## config.mk

```make
export PLATFORM = sky130hd
export DESIGN_NAME = cop_follower
export DESIGN_NICKNAME = d
export VERILOG_FILES = /design/src/rtl/cop_pkg.sv /design/src/rtl/cop_decode.sv /design/src/rtl/cop_stages.sv /design/src/rtl/cop_regfile.sv /design/src/rtl/cop_follower.sv
export SDC_FILE = /design/constraint.sdc
export NUM_CORES = 1
export LEC_CHECK = 0
export ABC_AREA = 1
export BUFFER_PORTS_ARGS = -buffer_cell sky130_fd_sc_hd__buf_4
export CAP_MARGIN = 20
export CORE_MARGIN = 2
export CORE_UTILIZATION = 45
export DETAILED_ROUTE_END_ITERATION = 8
export GPL_TIMING_DRIVEN = 0
export HOLD_SLACK_MARGIN = 0.05
export PLACE_DENSITY_LB_ADDON = 0.2
export SETUP_SLACK_MARGIN = 0.02
export SKIP_CTS_REPAIR_TIMING = 1
export SYNTH_ARGS = -nofsm -noshare
export SYNTH_HDL_FRONTEND = slang
export SYNTH_SLANG_ARGS = --single-unit
```

## constraint.sdc

```tcl
create_clock -name clk -period 1.9 [get_ports clk]
set_input_delay 0.095 -clock clk [delete_from_list [all_inputs] [get_ports clk]]
set_output_delay 0.095 -clock clk [all_outputs]
set_load 0.02 [all_outputs]
```

## src/rtl/cop_pkg.sv

```systemverilog
package cop_pkg;

  typedef enum logic [1:0] {
    HS_WAIT   = 2'b00,
    HS_GO     = 2'b01,
    HS_ABSENT = 2'b10,
    HS_LAST   = 2'b11
  } hs_t;

  typedef enum logic [1:0] {
    K_SET   = 2'b00,
    K_LOAD  = 2'b01,
    K_STORE = 2'b10,
    K_NONE  = 2'b11
  } kind_t;

  typedef struct packed {
    logic       vld;
    kind_t      kind;
    logic [3:0] idx;
    hs_t        code;
    logic [7:0] imm;
  } beat_t;

  function automatic kind_t op_of(logic [31:0] w);
    return kind_t'(w[21:20]);
  endfunction

  function automatic logic [3:0] cp_of(logic [31:0] w);
    return w[11:8];
  endfunction

  function automatic logic [3:0] rd_of(logic [31:0] w);
    return w[15:12];
  endfunction

  function automatic logic [7:0] imm_of(logic [31:0] w);
    return w[7:0];
  endfunction

  // number of beats an instruction issues
  function automatic logic [4:0] beats_of(kind_t k, logic [3:0] b);
    if (k == K_SET || b == 4'd0) return 5'd1;
    return {1'b0, b};
  endfunction

  function automatic logic writes_reg(kind_t k);
    return (k == K_SET) || (k == K_LOAD);
  endfunction

endpackage

```

## src/rtl/cop_decode.sv

```systemverilog
module cop_decode
  import cop_pkg::*;
#(
  parameter int NREG  = 8,
  parameter logic [3:0] CP_ID = 4'd5
) (
  input  logic            clk,
  input  logic            rst_n,
  input  logic            iface_en,
  input  logic            step_en,
  input  logic            instr_vld,
  input  logic [31:0]     instr_in,
  input  logic [3:0]      burst_in,
  input  logic [NREG-1:0] pend_mask,
  output hs_t             hs,
  output beat_t           beat,
  output logic            dec_valid
);
  localparam int RAW = (NREG > 1) ? $clog2(NREG) : 1;

  logic        dv;
  logic [31:0] dw;
  logic [3:0]  db;
  logic [3:0]  wcnt;

  kind_t          k;
  logic [3:0]     tgt;
  logic [RAW-1:0] tix;
  logic [4:0]     nb;
  logic           claim;

  always_comb begin
    k     = op_of(dw);
    nb    = beats_of(k, db);
    tgt   = rd_of(dw) + wcnt;
    tix   = tgt[RAW-1:0];
    claim = dv && (cp_of(dw) == CP_ID) && (k != K_NONE);
    if (!iface_en || !claim)            hs = HS_ABSENT;
    else if (pend_mask[tix])            hs = HS_WAIT;
    else if (({1'b0, wcnt} + 5'd1) < nb) hs = HS_GO;
    else                                hs = HS_LAST;

    beat.vld  = (hs == HS_GO) || (hs == HS_LAST);
    beat.kind = k;
    beat.idx  = tgt;
    beat.code = hs;
    beat.imm  = imm_of(dw);
  end

  always_ff @(posedge clk or negedge rst_n) begin
    if (!rst_n) begin
      dv   <= 1'b0;
      dw   <= '0;
      db   <= '0;
      wcnt <= '0;
    end else if (step_en) begin
      case (hs)
        HS_GO:   wcnt <= wcnt + 4'd1;
        HS_WAIT: wcnt <= wcnt;
        default: begin
          dv   <= instr_vld;
          dw   <= instr_in;
          db   <= burst_in;
          wcnt <= '0;
        end
      endcase
    end
  end

  assign dec_valid = dv;

endmodule

```

## src/rtl/cop_stages.sv

```systemverilog
module cop_stages
  import cop_pkg::*;
#(
  parameter int NREG = 8
) (
  input  logic            clk,
  input  logic            rst_n,
  input  logic            step_en,
  input  logic            pass_ex,
  input  logic            cancel_mem,
  input  beat_t           iss,
  output beat_t           ex,
  output beat_t           mem,
  output beat_t           wb,
  output logic [NREG-1:0] pend_mask
);
  localparam int RAW = (NREG > 1) ? $clog2(NREG) : 1;

  always_ff @(posedge clk or negedge rst_n) begin
    if (!rst_n) begin
      ex  <= '0;
      mem <= '0;
      wb  <= '0;
    end else if (step_en) begin
      ex      <= iss;
      mem     <= ex;
      mem.vld <= ex.vld && pass_ex;
      wb      <= mem;
      wb.vld  <= mem.vld && !cancel_mem;
    end
  end

  function automatic logic hits(beat_t b, int r);
    return b.vld && writes_reg(b.kind) && (b.idx[RAW-1:0] == RAW'(r));
  endfunction

  for (genvar r = 0; r < NREG; r++) begin : g_pend
    assign pend_mask[r] = hits(ex, r) || hits(mem, r) || hits(wb, r);
  end

endmodule

```

## src/rtl/cop_regfile.sv

```systemverilog
module cop_regfile #(
  parameter int NREG = 8,
  parameter int DW   = 32,
  localparam int RAW = (NREG > 1) ? $clog2(NREG) : 1
) (
  input  logic           clk,
  input  logic           rst_n,
  input  logic           we,
  input  logic [RAW-1:0] widx,
  input  logic [DW-1:0]  wdata,
  input  logic [RAW-1:0] ridx,
  output logic [DW-1:0]  rdata
);
  logic [NREG-1:0][DW-1:0] regs;

  always_ff @(posedge clk or negedge rst_n) begin
    if (!rst_n)  regs <= '0;
    else if (we) regs[widx] <= wdata;
  end

  assign rdata = regs[ridx];

endmodule

```

## src/rtl/cop_follower.sv

```systemverilog
module cop_follower
  import cop_pkg::*;
#(
  parameter int NREG  = 8,
  parameter int DW    = 32,
  parameter logic [3:0] CP_ID = 4'd5
) (
  input  logic          clk,
  input  logic          rst_n,
  input  logic          iface_en,
  input  logic          step_en,
  input  logic          instr_vld,
  input  logic [31:0]   instr_in,
  input  logic [3:0]    burst_in,
  input  logic          pass_ex,
  input  logic          cancel_mem,
  input  logic          abort_wb,
  input  logic [DW-1:0] data_in,
  output logic [DW-1:0] data_out,
  output logic [1:0]    hs_dec,
  output logic [1:0]    hs_ex
);
  localparam int RAW = (NREG > 1) ? $clog2(NREG) : 1;

  hs_t             dec_hs;
  beat_t           iss_b, ex_b, mem_b, wb_b;
  logic [NREG-1:0] pend;
  logic [DW-1:0]   rf_rdata, rf_wdata;

  // named internal events for the checker
  logic dec_valid_w, ex_valid_w, mem_valid_w, wb_valid_w, wb_load_w, rf_we_w;

  cop_decode #(.NREG(NREG), .CP_ID(CP_ID)) u_dec (
    .clk(clk), .rst_n(rst_n), .iface_en(iface_en), .step_en(step_en),
    .instr_vld(instr_vld), .instr_in(instr_in), .burst_in(burst_in),
    .pend_mask(pend), .hs(dec_hs), .beat(iss_b), .dec_valid(dec_valid_w)
  );

  cop_stages #(.NREG(NREG)) u_stg (
    .clk(clk), .rst_n(rst_n), .step_en(step_en), .pass_ex(pass_ex),
    .cancel_mem(cancel_mem), .iss(iss_b), .ex(ex_b), .mem(mem_b), .wb(wb_b),
    .pend_mask(pend)
  );

  assign ex_valid_w  = ex_b.vld;
  assign mem_valid_w = mem_b.vld;
  assign wb_valid_w  = wb_b.vld;
  assign wb_load_w   = wb_b.vld && (wb_b.kind == K_LOAD);
  assign rf_we_w     = step_en && wb_b.vld &&
                       ((wb_b.kind == K_SET) || ((wb_b.kind == K_LOAD) && !abort_wb));
  assign rf_wdata    = (wb_b.kind == K_SET) ? DW'(wb_b.imm) : data_in;

  cop_regfile #(.NREG(NREG), .DW(DW)) u_rf (
    .clk(clk), .rst_n(rst_n), .we(rf_we_w), .widx(wb_b.idx[RAW-1:0]),
    .wdata(rf_wdata), .ridx(wb_b.idx[RAW-1:0]), .rdata(rf_rdata)
  );

  assign data_out = (wb_b.vld && wb_b.kind == K_STORE) ? rf_rdata : '0;
  assign hs_dec   = dec_hs;
  assign hs_ex    = (iface_en && ex_b.vld) ? ex_b.code : HS_ABSENT;

endmodule

```

==> flow_summary_export.csv <==
group,metric,value,unit
sta,clock.fmax,370,MHz
power_and_ir_drop,leakage,9.56,nW
power_and_ir_drop,p_total,0.0174,W
placed_design,placed_area,0.0159,mm2
yosys,synthCells,1524,
floorplanning,io_pins,112,
drt,dr_total_vias,12249,
layout,fin_cells,2187,
floorplanning,dieArea,0.0337,mm2
clock_tree,clk_latency,520,ps
critical_path,required,1800,ps
placed_design,place_ws,-841,ps
yosys,synth.ff_latch_count,325,
yosys,ys_seq_area_frac,0.560,
yosys,synth_fp_nets,1606,
critical_path,arrival,2610,ps
clock_tree,cts_root_buffer,"clkbuf_16",
layout,num_antenna_cells,0,
layout,fillerInstances,2492,
drt,vias_per_cell,5.60,
placed_design,io_buffer_count,96,
layout,fin_area,0.0198,mm2
yosys,yosys_warnings,0,
drt,drcViolationCount,0,
power_and_ir_drop,p_per_area,879,mW/mm2
sta,fin_crit_sh,1.42,
yosys,syn_area_per_cell,9.53,um2
sta,slew_violations,0,
outcome,violations,"setup timing",
critical_path,cp_slowest_cell,"dfrtp_2",
critical_path,crit_top_cell,"buf_6",
critical_path,worst_setup_path_end_kind,"output port",
sta,skew,11.8,ps
sta,post-route-min-period,2700,ps
placed_design,dp_cells,2025,
floorplanning,initial_core_util,0.459,
sta,setup_ws,-805,ps
placed_design,place_congestion,0.829,
global_route,grt_pass1_wl,65800,um
floorplanning,die_h,184,um
job,drv_cap,0,
sta,rsz0062_at_grt,"true",
layout,seq_area,0.00814,mm2
global_route,antenna_found_initial,0,
drt,detail_route.wl_per_cell,21.4,um
yosys,syn_area,0.0145,mm2
clock_tree,clock_sinks,325,
clock_tree,clk_path_buf_depth,3,
sta,slew_headroom,0.549,
yosys,yosysTopAreaCellShare,0.560,
critical_path,slowest_delay,470,ps
drt,wirelength,46700,um
critical_path,critPathMaxFanout,6,
drt,drt_pre_antenna_iters,7,
placed_design,dp_hpwl,27700,um
layout,multi_input_area,0.00636,mm2
yosys,synth_area_leader_cell,"dfrtp_1",
clock_tree,numCtsBuffers,36,
critical_path,crit_type,"reg -> out",
sta,worstMarginPinSlew,676,ps
outcome,outcome,"complete, but fails checks",
critical_path,worstPathCellList,"ha_4 > xor2_2 > ha_1 > a21oi_2 > o211ai_1 > a21oi_2 > inv_1 > nand2_2 > nand2_4 > buf_6 > buf_6 > buf_6",
clock_tree,clk_pin_slew,60,ps
yosys,synthTopCellsByArea,"dfrtp_1 56%, mux2_2 10%, nand2_1 7.2%",
worst_hold_path,hold_path.class,"in -> reg",
critical_path,startpoint_type,"flip-flop",
clock_tree,cts_tree,"done",
layout,syn_to_final_growth,36.5,%
layout,drive_above_1_share,0.320,
layout,nets,1844,
floorplanning,rows,65,
global_route,grt_util_all_layers,0.258,
global_route,grt_pass1_vias,11525,
global_route,grt.overflow.total,0,
yosys,synth.distinct_cells,34,
floorplanning,core_area,0.0316,mm2
floorplanning,die_w,184,um
critical_path,cp_top_family,"adder cells",
drt,drtIter0Drc,945,
critical_path,cp_num_buf_inv,4,
sta,finalSetupViolCount,151,
clock_tree,cts_max_level,2,
power_and_ir_drop,vdd_drop_max,0.000583,V
global_route,grt_start_max_net_pins,112,
sta,hold_viol,0,
drt,ant_nets,0,
## worst paths after layout
kind                            cells after the start     startpoint              to  slack (ps)
worst min register to register                      2    u_dec.dw[2]     u_dec.dw[2]         470
min in group asynchronous                           6          rst_n   u_rf.regs[54]         570
worst min-delay path                                5     data_in[9]   u_rf.regs[41]          40
worst max-delay path                               12  u_dec.wcnt[0]       hs_dec[1]        -800
max in group asynchronous                           8          rst_n  u_rf.regs[107]         -30
worst max register to register                     14  u_dec.wcnt[0]     u_dec.dw[9]        -540
## worst reg2reg max path: stages (launching register included)
cell and delay [ps]:
dfrtp_2 470, ha_4 190, fa_2 610, inv_2 60, nand3_2 60, nand3_2 80, nand2_2 100, nand2_2 80
nand2_4 70, buf_4 110, buf_8 120, nand2_8 80, clkbuf_16 200, nand2_1 50, nand2_1 40
## Yosys cell counts
library cell	instances
inv_1	203
nand3_2	1
o22ai_1	59
o21ai_1	2
ha_1	5
o21ai_0	172
dfrtp_1	325
buf_4	4
a31oi_1	14
a2111oi_1	1
buf_1	8
a221oi_1	34
xor2_1	3
a22oi_1	7
nand2_1	278
mux2_2	131
xnor2_1	1
inv_2	4
nor4_1	1
o211ai_1	1
buf_2	19
a21boi_0	1
nor2_2	1
clkbuf_1	52
a21oi_1	41
a41oi_1	7
clkinv_1	1
nand3_1	50
o31ai_1	1
nand4_1	1
fa_1	1
a211oi_1	2
nand2_2	2
nor2_1	91
## kinds of logic (layout without fill, tap and decap cells)
family	after synthesis	in the layout	share of synthesized area
flip-flops	325	325	0.560
XOR/XNOR	4	4	0.00241
multiplexers	131	131	0.102
adder cells (fa/ha/maj)	6	6	0.00569
AND/OR/NAND/NOR	425	425	0.115
AO/OA/AOI/OAI	342	342	0.137
buffers and inverters	291	552	0.0779
## metal layers
layer	track usage	up-vias	wire [um]
met5	0	-	0
met4	0.114	0	2360
met3	0.0355	150	3000
met2	0.421	529	22500
met1	0.346	6012	18900
li1	-	5558	-
## cells in the final DEF, fill, tap and decap left out, types with 12 or more instances in the layout
cell / instances
dfrtp_1: 319
nand3_1: 40
buf_8: 16
inv_1: 197
o22ai_2: 12
clkbuf_1: 17
a221oi_2: 21
nand2_1: 268
mux2_4: 28
o21ai_0: 165
nor2_1: 82
buf_4: 141
buf_6: 42
a21oi_1: 25
dlygate4sd3_1: 25
o22ai_1: 43
clkbuf_16: 44
buf_12: 14
mux2_2: 103
## per-stage QoR
step                      hold slack (ps)  setup TNS (ps)  utilization
after floorplan                      -201           -4030            -
after CTS                            -507         -160170        0.539
after detailed placement             24.7         -136950        0.501
after global placement                296         -863610        0.499
after global routing                 64.6          -63320        0.627
final                                39.3          -35310        0.627
## cell type report
type                       instances  share of cell area
clock inverter                     5             0.00379
multi-input combinational        908               0.321
buffer                            83              0.0420
tap                              402              0.0254
sequential                       325               0.411
timing repair buffer             200               0.101
clock buffer                      56              0.0559
inverter                         208              0.0408
## sequential cells by signal (all words and copies together), names as in the netlist
signal / count
u_dec.wcnt: 4
u_rf.regs: 256
u_stg.mem: 14
u_dec.db: 4
u_stg.ex: 15
u_stg.wb: 14
u_dec.dec_valid: 1
u_dec.dw: 17
## report_power, final
| group | total [W] | switching (W) | internal [W] | leakage, nW |
|---|---|---|---|---|
| clock network | 0.00702 | 0.00277 | 0.00426 | 0.584 |
| registers | 0.00746 | 0.000192 | 0.00727 | 3.81 |
| logic | 0.00295 | 0.00180 | 0.00115 | 5.16 |
Power figures use the tool's default switching activity.
